--- config.mk ---
export PLATFORM = sky130hd
export DESIGN_NAME = frm_line_counter
export DESIGN_NICKNAME = d
export VERILOG_FILES = /design/src/rtl/frm_chk_pkg.sv /design/src/rtl/frm_line_counter.sv
export SDC_FILE = /design/constraint.sdc
export NUM_CORES = 1
export LEC_CHECK = 0
export BUFFER_PORTS_ARGS = -buffer_cell sky130_fd_sc_hd__buf_4
export CAP_MARGIN = 20
export CORE_UTILIZATION = 50
export DETAILED_ROUTE_END_ITERATION = 7
export PLACE_DENSITY = 0.71
export SYNTH_ARGS = -nofsm -noshare
export SYNTH_HDL_FRONTEND = slang
export SYNTH_SLANG_ARGS = --single-unit
--- constraint.sdc ---
create_clock -name clk -period 8.8 [get_ports clk]
set_clock_uncertainty 0.2 [all_clocks]
set_input_delay 0.44 -clock clk [delete_from_list [all_inputs] [get_ports clk]]
set_output_delay 0.44 -clock clk [all_outputs]
set_load 0.05 [all_outputs]
--- src/rtl/frm_chk_pkg.sv ---
`timescale 1ns/1ps
package frm_chk_pkg;
  localparam int unsigned IRQ_N = 3;
  localparam int unsigned EV_FEW  = 0;
  localparam int unsigned EV_MANY = 1;
  localparam int unsigned EV_DISC = 2;

  typedef struct packed {
    logic sof;
    logic pix;
    logic eol;
    logic eof;
  } beat_t;
endpackage

--- src/rtl/frm_line_counter.sv ---
`timescale 1ns/1ps
module frm_line_counter
  import frm_chk_pkg::*;
#(
  parameter int CNT_W = 12
) (
  input  logic             clk,
  input  logic             rst_n,
  input  logic             beat_ok,
  input  beat_t            beat,
  input  logic [CNT_W-1:0] cfg_width,
  input  logic             cfg_has_eol,
  output logic             frame_open,
  output logic [CNT_W-1:0] line_total,
  output logic             close_fire,
  output logic             discard_fire
);
  localparam logic [CNT_W-1:0] CNT_MAX = '1;
  localparam logic [CNT_W-1:0] CNT_ONE = CNT_W'(1);
  localparam logic [CNT_W:0]   EXT_ONE = (CNT_W+1)'(1);

  logic             open_q;
  logic [CNT_W-1:0] lcnt_q, pcnt_q;
  logic [CNT_W-1:0] l_base, p_base, l_nx, p_nx;
  logic             open_now, lend;

  always_comb begin
    open_now = beat.sof | open_q;
    l_base   = beat.sof ? '0 : lcnt_q;
    p_base   = beat.sof ? '0 : pcnt_q;
    if (cfg_has_eol)
      lend = beat.eol;
    else
      lend = beat.pix && (cfg_width != '0) &&
             (({1'b0, p_base} + EXT_ONE) == {1'b0, cfg_width});
    l_nx = (lend && (l_base != CNT_MAX)) ? l_base + CNT_ONE : l_base;
    if (lend)
      p_nx = '0;
    else if (beat.pix && (p_base != CNT_MAX))
      p_nx = p_base + CNT_ONE;
    else
      p_nx = p_base;
  end

  always_ff @(posedge clk) begin
    if (!rst_n) begin
      open_q <= 1'b0;
      lcnt_q <= '0;
      pcnt_q <= '0;
    end else if (beat_ok && open_now) begin
      open_q <= ~beat.eof;
      lcnt_q <= l_nx;
      pcnt_q <= p_nx;
    end
  end

  assign frame_open   = open_q;
  assign line_total   = l_nx;
  assign close_fire   = beat_ok & open_now & beat.eof;
  assign discard_fire = beat_ok & beat.sof & open_q;

  // a fresh frame start with no line or pixel in the beat restarts the count
  assert_sof_restarts_R7: assert property (@(posedge clk) disable iff (!rst_n)
    (beat_ok && beat.sof && !beat.eol && !beat.pix && !beat.eof) |=> (lcnt_q == '0 && open_q));

  // an accepted frame end closes the frame
  assert_eof_closes_R5: assert property (@(posedge clk) disable iff (!rst_n)
    (beat_ok && open_now && beat.eof) |=> !open_q);

  // nothing opens a frame except a frame start
  assert_no_open_without_sof_R8: assert property (@(posedge clk) disable iff (!rst_n)
    (!open_q && !(beat_ok && beat.sof)) |=> !open_q);
endmodule

==> flow_metrics.tcl, run 1 <==
set metrics [dict create \
    gp_congestion 0.858 \
    numPortBuffers 34 \
    ctsLongestPathBuffers 2 \
    yosys.area.top_type "dfxtp_1" \
    ys_types 67 \
    multiInputGateArea_sq_mm 0.00196 \
    min_period_over_period 0.508 \
    crit_top_cell "a21oi_1" \
    hold_path_class "input port to flop" \
    ys_warn_count 0 \
    peakVddDrop_mv 0.0495 \
    dieHeight_um 74.4 \
    setup_violations 0 \
    area_growth_pct 10.2 \
    dp_hpwl_um 5390 \
    endpoint_kind "primary output" \
    r2r_slack_ps 5230 \
    avgSynthCellArea_sq_um 7.24 \
    cp_cell_sequence "nor2b_1 > ha_1 > nand3_1 > xor2_1 > a21oi_1 > o311ai_0 > nand2_1 > or4_4 > a21oi_1 > mux2i_1 > buf_4" \
    power.density_mw_per_mm2 84.3 \
    critPathTopFamily "simple AND/OR/NAND/NOR gates" \
    dieWidth_um 74.4 \
    numCtsBuffers 3 \
    fin_cells 441 \
    setup.worst_path.class "flop to primary output" \
    post_cts_resized 0 \
    synth_cells 362 \
    drt-vias-per-instance 6.41 \
    first_iter_violations 124 \
    overflow 0 \
    rows 25 \
    cts_sinks 25 \
    core-area_sq_mm 0.00488 \
    postCtsSetupBuffers 0 \
    fin_crit_ps 4470 \
    fill_cells 477 \
    cp-start-kind "flop" \
    cp.required_ps 8160 \
    grt_start_max_net_pins 48 \
    synth_area_leaders "dfxtp_1 19%, nand2_1 6.4%, nand3_1 4.6%, xnor2_1 4.0%, a21oi_1 3.6%" \
    worst_pin_slew_ps 940 \
    htree_num_levels 1 \
    power_leakage_nw 1.02 \
    setup_ws_ps 4330 \
    ys_seq_area_frac 0.191 \
    cts-root-buf "clkbuf_8" \
    outcome "finished clean" \
    clk_latency_ps 280 \
    slowest_delay_ps 610 \
    die_area_sq_mm 0.00554 \
    drv_cap 0 \
    postLayoutCoreUtil 0.592 \
    critPathBufInv 1 \
    synth-main-ff-cell "dfxtp_1" \
    worstPathMaxFanout 6 \
    relSlewSlack 0.371 \
    holdWs_ps 141 \
    cts_hold_buffers 0 \
    rsz0062_at_grt "false" \
    io_pins 35 \
    dp.cells 437 \
    drive_gt1_frac 0.158 \
    pre_cts_slack_ps 4400 \
    initial_core_util 0.537 \
    max_freq_mhz 224 \
    setup_tns_ps 0 \
    synth_area_sq_mm 0.00262 \
    placed_area_sq_mm 0.00284 \
    cts_tree "yes" \
    drt-total-wl_um 7370 \
    num_antenna_cells 0 \
    path_clk_slew_ps 90 \
    post-route-drc-count 0 \
    ant_nets 0 \
    synth_top_cell_area_share 0.191 \
    regArea_sq_um 500 \
    antenna_found_initial 0 \
    gr-usage-all-layers 0.282 \
    async_flop_share 0 \
    dr_total_vias 2828 \
    nets 397 \
    drt-wirelength-per-cell_um 16.7 \
    grt_pass1_vias 2595 \
    synth_nets 384 \
    cp_slowest_cell "o311ai_0" \
    hold_viol_final 0 \
    fin_area_sq_mm 0.00289 \
    synth_edf_count 0 \
    p_total_mw 0.244 \
    slew_viol_final 0 \
    synth-seq-cells 25 \
    grt_pass1_wl_um 12100 \
    worstPathArrival_ps 3830 \
    first_pass_iters 4 \
]
## metal layers
layer / wire length, um / global-route usage
met1: 3310 / 0.356
met2: 3500 / 0.490
met3: 410 / 0.0271
met4: 162 / 0.119
met5: 0 / 0
## Yosys cell counts, drive strengths merged (6+ instances only)
cell / count
nor4: 12
and2: 10
buf: 14
a21oi: 20
and3: 9
nand3: 24
o211ai: 6
nor3: 13
nand4: 15
dfxtp: 25
nor2b: 13
and4: 7
nand2: 45
xnor2: 12
o21ai: 20
a31oi: 13
clkbuf: 14
nor2: 14
inv: 8
xor2: 8
## state kept, by name, summed over array words and instances (netlist names)
| register | cells |
|---|---|
| pcnt_q | 12 |
| frame_open | 1 |
| lcnt_q | 12 |
## worst paths after layout
kind	startpoint	end	depth (start not counted)
worst max-delay path	pcnt_q[0]	line_total[11]	11
worst min-delay path	beat[0]	frame_open	2
worst max register to register	pcnt_q[0]	lcnt_q[1]	10
worst min register to register	lcnt_q[8]	lcnt_q[8]	2
## placed cells by master, fill, tap and decap left out, drive strengths merged, types with 6 or more instances in the layout
cell | Yosys | final
nand2 | 45 | 45
buf | 14 | 36
dfxtp | 25 | 25
nand3 | 24 | 24
a21oi | 20 | 20
o21ai | 20 | 20
nand4 | 15 | 15
nor2 | 14 | 14
nor2b | 13 | 13
nor3 | 13 | 13
a31oi | 13 | 13
xnor2 | 12 | 12
nor4 | 12 | 12
and2 | 10 | 10
and3 | 9 | 9
inv | 8 | 8
xor2 | 8 | 8
and4 | 7 | 7
o211ai | 6 | 6
## cell type report
type	instances	area share
multi-input cells	301	0.678
flip-flops and latches	25	0.173
repair buffers	36	0.0935
well taps	67	0.0290
clock buffers	4	0.0156
inverters	8	0.0104
## report_power, final
part	switching (mW)	total, mW	leakage (nW)	internal (mW)
logic	0.0359	0.0554	0.796	0.0195
clock network	0.0393	0.0718	0.0228	0.0325
registers	0.00196	0.116	0.202	0.114
total	0.0771	0.244	1.02	0.166
## logic make-up (layout without fill, tap and decap cells)
logic type,count (synthesis),after routing,share of synthesized area
AOI/OAI and AO/OA,88,88,0.233
DFF,25,25,0.191
and+or+nand+nor,184,184,0.402
xor gates and xnor gates,21,21,0.0759
adders and majority gates,2,2,0.00955
muxes,6,6,0.0258
buffers and inverters,36,48,0.0630
No activity file was read; power rests on OpenSTA's default activity.
==> inputs of run 2 (changes only) <==
PLACE_DENSITY = 0.73   (was 0.71)
clock period = 4 ns   (was 8.8 ns; I/O delays follow)
==> flow_metrics.tcl, run 2 (synthesis gave the netlist of run 1 again) <==
set metrics [dict create \
    dieWidth_um 74.4 \
    hold_path_class "input port to flop" \
    rsz0062_at_grt "false" \
    htree_num_levels 1 \
    gr-usage-met3 0.0325 \
    cp-start-kind "flop" \
    hold_viol_final 0 \
    worstPathArrival_ps 3400 \
    setup_violations 0 \
    gp_congestion 0.926 \
    first_pass_iters 5 \
    numPortBuffers 34 \
    power.density_mw_per_mm2 178 \
    drv_cap 0 \
    worstPathMaxFanout 6 \
    grt_start_max_net_pins 28 \
    fin_cells 450 \
    endpoint_kind "primary output" \
    numCtsBuffers 3 \
    holdWs_ps 105 \
    post-route-drc-count 0 \
    mostFrequentLayoutCells "45 x nand2_1, 43 x buf_4, 25 x dfxtp_1" \
    dp.cells 444 \
    top_usage_layer "met2" \
    outcome "finished clean" \
    ant_nets 0 \
    first_iter_violations 203 \
    num_antenna_cells 0 \
    grt_pass1_wl_um 12600 \
    use_met1 0.392 \
    power_leakage_nw 1.09 \
    worst_pin_slew_ps 905 \
    core-area_sq_mm 0.00488 \
    overflow 0 \
    fin_crit_ps 3800 \
    dp_hpwl_um 5640 \
    max_freq_mhz 263 \
    dieHeight_um 74.4 \
    gr-usage-all-layers 0.295 \
    dr_total_vias 2879 \
    initial_core_util 0.537 \
    drt-wirelength-per-cell_um 17.2 \
    path_clk_slew_ps 90 \
    rows 25 \
    setup.worst_path.class "flop to primary output" \
    r2r_slack_ps 740 \
    min_period_over_period 0.951 \
    setup_tns_ps 0 \
    drt-total-wl_um 7750 \
    cts-root-buf "clkbuf_8" \
    io_pins 35 \
    met2_usage 0.492 \
    area_growth_pct 16.5 \
    ctsLongestPathBuffers 2 \
    mostFrequentLayoutCell "nand2_1" \
    peakVddDrop_mv 0.0951 \
    cts_tree "yes" \
    clk_latency_ps 280 \
    cts_sinks 25 \
    antenna_found_initial 0 \
    slew_viol_final 0 \
    drive_gt1_frac 0.209 \
    nets 406 \
    cp.required_ps 3600 \
    drt-vias-per-instance 6.40 \
    relSlewSlack 0.394 \
    grt_pass1_vias 2614 \
    postLayoutCoreUtil 0.626 \
    die_area_sq_mm 0.00554 \
    postCtsSetupBuffers 0 \
]
==> run 2: cell count changes in the layout (fill, tap and decap cells not counted), sizes merged <==
cell	change
buf	+7
clkbuf	-1
clkinv	+1
dlygate4sd3	+2
==> run 2: final timing paths <==
path         startpoint        endpoint  depth (start not counted)
max           pcnt_q[0]  line_total[11]                         12
min               rst_n      lcnt_q[10]                          3
max reg2reg   pcnt_q[0]       pcnt_q[5]                         11
min reg2reg   lcnt_q[8]       lcnt_q[8]                          2
==> run 2: critical path, cell delays in order (launching register included) <==
cell,delay (ps)
dfxtp_1,420
nor2b_2,260
ha_4,210
nand3_1,140
xor2_1,200
a21oi_1,90
o311ai_0,330
buf_4,200
nand2_1,70
or4_4,540
a21oi_2,230
mux2i_4,240
buf_4,210
==> run 2: repair_timing <==
| action | in CTS | in global routing |
|---|---|---|
| hold endpoints to repair | 1 | 0 |
| resized for setup | 0 | 5 |
| hold buffers | 2 | 0 |
| endpoints found under the setup margin | 0 | 8 |
==> run 2: where the power goes <==
part	internal (mW)	leakage (nW)	switching [mW]	total [mW]
registers	0.252	0.202	0.00366	0.255
clock network	0.0700	0.0255	0.0891	0.159
logic	0.0477	0.861	0.0828	0.131
total	0.369	1.09	0.176	0.545
==> run 2: stage by stage <==
step	setup WS, ps	power, mW	area, sq um
2_1_floorplan	-57.4	0.341	2690
3_3_place_gp	463	0.386	2960
3_5_place_dp	363	0.387	2960
4_1_cts	45.3	0.544	3030
5_1_grt	48.7	0.566	3050
6_report	195	0.545	3050
==> run 2: area by class of cell <==
class	instances	area [sq um]
Sequential cell	25	500
Timing Repair Buffer	45	343
Clock buffer	3	41.3
Inverter	8	30.0
Tap cell	67	83.8
Multi-Input combinational cell	301	2050
Fill cell	456	1830
Clock inverter	1	5.00
==> run 2: layer usage <==
metal  vias up  share of wire
met5         -              0
met4         0          0.026
met3        18          0.064
met2        93           0.47
met1      1361           0.44
li1       1407              -
